**src/rtl/skew_clk_matrix.sv**
```systemverilog
module skew_clk_matrix #(
  parameter int N_LOW  = 44,
  parameter int N_MID  = 26,
  parameter int N_HIGH = 16
) (
  input  logic       clk,
  input  logic       rst,
  input  logic [1:0] range_sel,
  input  logic [1:0] test_sel,
  input  logic       ref_in,
  input  logic [7:0] fsel_hi,
  input  logic [7:0] fsel_lo,
  output logic [3:0] q0,
  output logic [3:0] q1
);
  localparam int NMAX = (N_LOW > N_MID) ? ((N_LOW > N_HIGH) ? N_LOW : N_HIGH)
                                        : ((N_MID > N_HIGH) ? N_MID : N_HIGH);
  localparam int PW = $clog2(2 * NMAX + 8);

  function automatic logic [1:0] lvl(input logic [1:0] c);
    return (c == 2'b11) ? 2'b01 : c;
  endfunction

  logic [PW-1:0] nlen, half, twon, phase;
  logic          bypass, nom, ref_q, div2, div4, fall_evt;

  always_comb begin
    case (lvl(range_sel))
      2'b00:   nlen = PW'(N_LOW);
      2'b01:   nlen = PW'(N_MID);
      default: nlen = PW'(N_HIGH);
    endcase
  end

  assign half     = nlen >> 1;
  assign twon     = nlen << 1;
  assign bypass   = lvl(test_sel) != 2'b00;
  assign nom      = phase < half;
  assign fall_evt = bypass ? (ref_q & ~ref_in) : (phase == half - PW'(1));

  always_ff @(posedge clk) begin
    if (rst) begin
      phase <= '0;
      ref_q <= 1'b0;
      div2  <= 1'b0;
      div4  <= 1'b0;
    end else begin
      phase <= (phase >= nlen - PW'(1)) ? '0 : phase + PW'(1);
      ref_q <= ref_in;
      if (fall_evt) begin
        div2 <= ~div2;
        if (div2) div4 <= ~div4;
      end
    end
  end

  for (genvar s = 0; s < 4; s++) begin : g_sec
    logic [3:0]    v, kofs;
    logic [PW-1:0] t1, t2;
    logic          skw, o;

    assign v = {2'b00, lvl(fsel_hi[2*s+1:2*s])} + {1'b0, lvl(fsel_hi[2*s+1:2*s]), 1'b0}
             + {2'b00, lvl(fsel_lo[2*s+1:2*s])};

    if (s < 2) begin : g_unit
      assign kofs = v + 4'd2;
    end else begin : g_double
      assign kofs = (v == 4'd0) ? 4'd6 : ({v[2:0], 1'b0} - 4'd2);
    end

    assign t1  = phase + nlen + PW'(6) - PW'(kofs);
    assign t2  = (t1 >= twon) ? t1 - twon : (t1 >= nlen) ? t1 - nlen : t1;
    assign skw = bypass ? ref_in : (t2 < half);

    if (s == 2) begin : g_div
      assign o = (v == 4'd0) ? div2 : (v == 4'd8) ? div4 : skw;
    end else if (s == 3) begin : g_inv
      assign o = (v == 4'd0) ? div2 : (v == 4'd8) ? (bypass ? ~ref_in : ~nom) : skw;
    end else begin : g_plain
      assign o = skw;
    end

    assign q0[s] = o;
    assign q1[s] = o;
  end
endmodule

```
**config.mk**
```make
export PLATFORM = sky130hd
export DESIGN_NAME = skew_clk_matrix
export DESIGN_NICKNAME = d
export VERILOG_FILES = /design/src/rtl/skew_clk_matrix.sv
export SDC_FILE = /design/constraint.sdc
export NUM_CORES = 1
export LEC_CHECK = 0
export CORE_ASPECT_RATIO = 0.9
export CORE_UTILIZATION = 45
export CTS_CLUSTER_SIZE = 30
export DETAILED_ROUTE_END_ITERATION = 6
export GPL_TIMING_DRIVEN = 0
export PLACE_DENSITY = 0.61
export SETUP_SLACK_MARGIN = 0.15
export SKIP_CTS_REPAIR_TIMING = 1
export SLEW_MARGIN = 5
export SYNTH_ARGS = -nofsm -noshare
export SYNTH_HDL_FRONTEND = slang
export SYNTH_SLANG_ARGS = --single-unit
```
**constraint.sdc**
```tcl
create_clock -name clk -period 17.7 [get_ports clk]
set_input_delay 3.54 -clock clk [delete_from_list [all_inputs] [get_ports clk]]
set_output_delay 3.54 -clock clk [all_outputs]
set_load 0.005 [all_outputs]
```
; ---- Word level (Yosys, flattened, before mapping)
; Cells that the tools add are included.
[totals]
reg_bits = 10
latchBits = 0
rom_bits = 0
elab_cells = 103
in_bits = 23
n_memories = 0
ramBits = 0
out_inout_bits = 8
[classes]
add_sub_neg = 29
reduce_logical = 6
n_div = 0
n_eq_ne = 14
shifts = 0
n_mul = 0
mux = 31
bitwise = 5
order_cmp = 14
[ops]
columns = op, count
row1 = 2-to-1 mux 7 bit, 8
row2 = greater-or-equal comparator 7 bit, 5
row3 = < comparator 7 x 5 -> 1 bit, 5
row4 = greater-or-equal comparator 7 x 6 -> 1 bit, 4
row5 = subtractor 7 x 4 -> 7 bit, 4
row6 = subtractor 7 x 6 -> 7 bit, 4
row7 = subtractor 7 bit, 4
row8 = "== test 2 bit, second input constant", 10
row9 = 2-to-1 mux 2 bit, 10
row10 = adder 2 x 3 -> 4 bit, 4
row11 = adder 4 x 2 -> 4 bit, 4
row12 = case mux 6 bit (2 select lines), 1
row13 = 2-to-1 mux 1 bit, 10
row14 = "adder 4 x 2 -> 4 bit, second input constant", 2
row15 = "== test 4 bit, second input constant", 2
row16 = zero test 4 bit, 2
row17 = 2-to-1 mux 4 bit, 2
row18 = "subtractor 4 x 2 -> 4 bit, second input constant", 2
row19 = "adder 7 x 1 -> 7 bit, second input constant", 1
row20 = "adder 7 x 3 -> 7 bit, second input constant", 1
row21 = adder 7 x 6 -> 7 bit, 1
row22 = == test 7 bit, 1
row23 = "subtractor 6 x 1 -> 7 bit, second input constant", 1
row24 = "subtractor 5 x 1 -> 6 bit, second input constant", 1
row25 = other kinds (7), 10

; ---- Logic depth before layout (Yosys ltp)
[logic_depth]
depth_word = 14
mapped_depth = 28
mapped_depth_nobuf = 26

; ---- Least setup slack after synthesis
; Ideal clock, no wire load.
[synth_timing]
kind = input-to-output
start = in fsel_hi[7]
end = out q0[3]
t_required_ns = 14.160
path_buffers = 1
path_slack_ns = 5.151
arrival_time_ns = 9.009
stages = 23
cell_sequence = nor2b_1 > fa_1 > ha_1 > fa_1 > nand2b_1 > o21ai_0 > ha_1 > fa_1 > xnor2_1 > ha_1 > and4_1 > o31a_1 > o21a_1 > nor3_1 > mux2_2 > mux2i_1 > ha_1 > o21a_1 > o21a_1 > o21ai_0 > o211ai_1 > o31ai_1 > buf_4
[synth_between]
elab_chain_cells = 14
word_cells_on_any_way = 19
cone_classes = add/sub: 6 / order compare: 3 / eq/ne: 2 / mux: 7 / reduce/logical: 1
[synth_lines]
columns = item, line
row1 = "start, declared", 11  ; input logic [7:0] fsel_hi,
row2 = == test 2 bit, 21  ; return (c == 2'b11) ? 2'b01 : c;
row3 = 2-to-1 mux 2 bit *, 21
row4 = adder 2 x 3 -> 4 bit *, 62  ; assign v = {2'b00, lvl(fsel_hi[2*s+1:2*s])} + {1'b0, lvl(fsel_hi[2*s+1:2*s]), 1'b0}
row5 = adder 4 x 2 -> 4 bit *, 63  ; + {2'b00, lvl(fsel_lo[2*s+1:2*s])};
row6 = subtractor 4 x 2 -> 4 bit / zero test 4 bit (equally long branches), "68, 78"
row7 = 2-to-1 mux 4 bit, 68  ; assign kofs = (v == 4'd0) ? 4'd6 : ({v[2:0], 1'b0} - 4'd2);
row8 = subtractor 7 x 4 -> 7 bit, 71  ; assign t1 = phase + nlen + PW'(6) - PW'(kofs);
row9 = subtractor 7 x 6 -> 7 bit / greater-or-equal comparator 7 x 6 -> 1 bit (equally long branches), 72  ; assign t2 = (t1 >= twon) ? t1 - twon : (t1 >= nlen) ? t1 - nlen : t1;
row10 = 2-to-1 mux 7 bit (2 in a row), 72
row11 = < comparator 7 x 5 -> 1 bit, 73  ; assign skw = bypass ? ref_in : (t2 < half);
row12 = 2-to-1 mux 1 bit, 73
row13 = 2-to-1 mux 1 bit, 78  ; assign o = (v == 4'd0) ? div2 : (v == 4'd8) ? (bypass ? ~ref_in : ~nom) : skw;
row14 = 2-to-1 mux 1 bit *, 78
row15 = "end, declared", 13  ; output logic [3:0] q0,
; Every way passes the cells marked *; elsewhere a longest branch is shown, timed or not.

; ---- Worst setup path after layout
[layout_timing]
start = in range_sel[0]
end = out q1[2]
[layout_between]
elab_chain_cells = 14
word_cells_on_any_way = 18
cone_classes = add/sub: 5 / order compare: 3 / eq/ne: 2 / mux: 7 / reduce/logical: 1
[layout_lines]
columns = item, line
row1 = "start, declared", 8  ; input logic [1:0] range_sel,
row2 = == test 2 bit, 21
row3 = 2-to-1 mux 2 bit *, 21
row4 = == test 2 x 1 -> 1 bit / zero test 2 bit (equally long branches), 28  ; case (lvl(range_sel))
row5 = case mux 6 bit (2 select lines) *, 28
row6 = adder 7 x 6 -> 7 bit, 71
row7 = adder 7 x 3 -> 7 bit, 71
row8 = subtractor 7 x 4 -> 7 bit, 71
row9 = subtractor 7 x 6 -> 7 bit / greater-or-equal comparator 7 x 6 -> 1 bit (equally long branches), 72
row10 = 2-to-1 mux 7 bit (2 in a row), 72
row11 = < comparator 7 x 5 -> 1 bit *, 73
row12 = 2-to-1 mux 1 bit *, 73
row13 = 2-to-1 mux 1 bit * (2 in a row), 76  ; assign o = (v == 4'd0) ? div2 : (v == 4'd8) ? div4 : skw;
row14 = "end, declared", 14  ; output logic [3:0] q1
; Marks and branches as above.

==> reports/qor.yml <==
synth:
  synth_ff_type: "dfxtp_1"
  ys_ff_latch: 10
  synth_edf_count: 0
  synth-seq-area-share_pct: 4.47
  synth_area_per_cell_um2: 7.92
  syn_area_mm2: 0.00448
  synthesis.nets: 707
  yosys_warnings: 0
  synthArstFlopShare_pct: 0
  ys_types: 64
  syn_inst: 565
sta:
  hold_violations: 0
  finalCritPeriodShare_pct: 82.3
  tns_ps: 0
  slew_headroom_pct: 32.0
  maxSlewViolCount: 0
  hold_slack_ps: 521
  setup_viol: 0
  finalClockSkew_ps: 1.50
  rsz0062_at_grt: "no"
  period_needed_ps: 14570
  worst_pin_slew_ps: 1020
  fmax_mhz: 68.6
die:
  core-area_mm2: 0.00966
  row_count: 34
  start_util_pct: 46.4
  dieArea_mm2: 0.0104
  dieHeight_um: 96.6
  die_w_um: 107
  boundaryPins: 31
worst_setup_path:
  crit_family: "buffers and inverters"
  cp.required_ps: 14160
  crit_top_cell: "ha_1"
  critPathSlowestCell: "or2_2"
  cpPeakStageDelay_ps: 750
  crit_arrival_ps: 11030
  critPathKind: "in -> out"
  cp_max_fo: 33
  end_kind: "primary output"
  cp_cell_sequence: "clkdlybuf4s50_1 > or2_2 > inv_1 > ha_1 > ha_1 > nor3b_2 > nor2_1 > xnor2_1 > ha_1 > nor2_1 > or4_1 > buf_2 > nand2b_1 > mux2i_1 > ha_1 > nor2b_1 > o21a_1 > o21a_1 > o21ai_0 > o211ai_1 > a211o_1 > o211ai_1 > buf_4 > clkdlybuf4s50_1"
  r2r_start: "phase[1]$_SDFF_PP0_"
  startpoint: "range_sel[0]"
  start_kind: "input port"
  cp_num_buf_inv: 5
detailed_routing:
  dr.pass1.iters: 4
  vias_per_cell: 5.51
  routed_wl_mm: 10.6
  post_drt_wl_per_cell_um: 14.6
  route.antenna.remaining_nets: 0
  dr_total_vias: 3997
  initialDrtViolationCount: 157
  post-route-drc-count: 0
outcome:
  status: "finished clean"
clock_network:
  tritoncts: "yes"
  clock_latency_ps: 230
  clk_pin_slew_ps: 40
  clkSinkCount: 10
  cts_root_buffer: "clkbuf_8"
  clock_path_buffers: 2
  h-tree-depth: 1
  cts_buffers: 3
grt:
  grt_pass1_vias: 3886
  grt_antenna_before_repair: 0
  grtUsageTotal_pct: 20.9
  grt_start_max_net_pins: 34
  grt_pass1_wl_mm: 17.9
  overflow: 0
cells_and_area:
  stdcell_count: 725
  insertedDiodeCount: 0
  drive_above_1_share_pct: 4.84
  synthToLayoutAreaGrowth_pct: 11.5
  final_nets: 742
  stdcell_area_mm2: 0.00499
pwr:
  pwr-share-seq_pct: 3.3
  clkPwrFrac_pct: 3.7
  peakVddDrop_v: 0.0000664
  power_density_mw_per_mm2: 151
  p_int_mw: 0.373
  power_frac_comb_pct: 93.0
  switching_share_pct: 50.5
  power.switching_mw: 0.381
  leakage_nw: 2.35
job:
  drv_cap: 0
placement:
  dp_cells: 721
  port_buffers: 30
  gp_congestion: 0.803
  dp_hpwl_mm: 8.72
  place_area_mm2: 0.00493
hold_path:
  hp-class: "reg -> reg"
  min_from: "div4$_SDFFE_PP0P_"
layer usage:
| metal | wire [µm] | up-vias | GRT usage (%) |
|---|---|---|---|
| li1 | - | 2081 | - |
| met1 | 5250 | 1850 | 29.5 |
| met2 | 4870 | 61 | 36.2 |
| met3 | 388 | 5 | 0.741 |
| met4 | 78 | 0 | 2.32 |
| met5 | 0 | - | 0 |
cell families after synthesis:
| family | Yosys count | share of synthesized area [%] |
|---|---|---|
| buffers and inverters | 77 | 7.15 |
| muxes | 19 | 4.44 |
| AOI/OAI and AO/OA | 135 | 20.4 |
| other | 1 | 0.0838 |
| xor gates and xnor gates | 42 | 8.55 |
| and+or+nand+nor | 162 | 18.9 |
| DFF | 10 | 4.47 |
| adders and majority gates | 119 | 35.9 |
placed cells by master, fill, tap and decap left out, types with 5 or more instances in the layout:
| master | Yosys | routed |
|---|---|---|
| a21o_1 | 13 | 13 |
| and2_1 | 5 | 5 |
| clkdlybuf4s50_1 | 0 | 30 |
| a21oi_1 | 24 | 24 |
| nand2_1 | 19 | 19 |
| inv_1 | 56 | 56 |
| buf_4 | 8 | 8 |
| nand2b_1 | 12 | 12 |
| and3_1 | 7 | 7 |
| nand3_1 | 7 | 7 |
| o211ai_1 | 10 | 10 |
| o21ai_0 | 28 | 28 |
| fa_1 | 16 | 16 |
| o21a_1 | 14 | 14 |
| ha_1 | 103 | 103 |
| a31oi_1 | 9 | 9 |
| clkbuf_1 | 11 | 11 |
| xor2_1 | 18 | 18 |
| xnor2_1 | 22 | 22 |
| nor3_1 | 10 | 10 |
| nor2b_1 | 27 | 27 |
| mux2i_1 | 15 | 15 |
| nor2_1 | 50 | 50 |
| a211oi_1 | 5 | 5 |
| dfxtp_1 | 10 | 10 |
synthesized netlist by cell type (2+ instances only):
library cell	count	area share, %
nor4_1	3	0.42
o31ai_1	4	0.67
nor2_1	50	4.2
xnor2_1	22	4.3
dfxtp_1	10	4.5
fa_1	16	7.2
o211ai_1	10	1.7
and2_1	5	0.70
o31a_1	2	0.39
mux2i_1	15	3.4
buf_4	8	1.3
clkbuf_1	11	0.92
and3_1	7	0.98
nor3_1	10	1.1
a21boi_0	4	0.67
a311o_1	2	0.45
a31oi_1	9	1.3
nand2_1	19	1.6
nand3_1	7	0.78
mux2_2	3	0.75
or2_2	4	0.56
nor2b_1	27	3.8
inv_1	56	4.7
or3_1	3	0.42
o2111ai_1	3	0.59
xnor2_2	2	0.73
xor2_1	18	3.5
nand4_1	4	0.56
a211oi_1	5	0.84
a21oi_1	24	2.7
o21a_1	14	2.3
a21o_1	13	2.2
o21ai_0	28	3.1
o311ai_0	2	0.39
nand2b_1	12	1.7
nand3b_1	3	0.50
ha_1	103	29
final timing paths:
kind / end / slack, ps / cells past startpoint
min: div4$_SDFFE_PP0P_ / 520 / 2
min reg2reg: div4$_SDFFE_PP0P_ / 520 / 2
max reg2reg: phase[4]$_SDFF_PP0_ / 15660 / 9
max: q1[2] / 3130 / 24
power groups by stage:
stage               Combinational (mW)  Sequential (mW)  Clock, mW
floorplan                        0.552           0.0249          0
global placement                 0.674           0.0256          0
detailed placement               0.695           0.0256          0
CTS                              0.699           0.0252     0.0280
global route                     0.794           0.0254     0.0290
finish                           0.701           0.0252     0.0276
cell type report:
cell class                      instances  area (µm²)
Clock buffer                            4        55.1
Buffer                                 21         110
Sequential cell                        10         200
Tap cell                              126         158
Multi-Input combinational cell        478        3960
Inverter                               56         210
Timing Repair Buffer                   30         300
Fill cell                             946        4670
registers in the layout, indices dropped and copies added (netlist names):
name / count
div4: 1
phase: 7
ref_q: 1
div2: 1
stage by stage:
step / power (mW) / util (%) / setup WS, ps
2_1_floorplan: 0.577 / - / 5150
3_3_place_gp: 0.700 / 51.1 / 3170
3_5_place_dp: 0.721 / 51.1 / 3080
4_1_cts: 0.753 / 51.7 / 3060
5_1_grt: 0.849 / 51.7 / 2580
6_report: 0.754 / 51.7 / 3130
worst reg2reg max path: cells and delay by family (launching register included):
| family | cells | cell delay [ps] |
|---|---|---|
| compound gates | 4 | 680 |
| flops | 1 | 450 |
| fa+ha+maj | 1 | 380 |
| simple gates | 3 | 370 |
| buf+inv | 1 | 100 |
(Power assumes the default switching activity.)
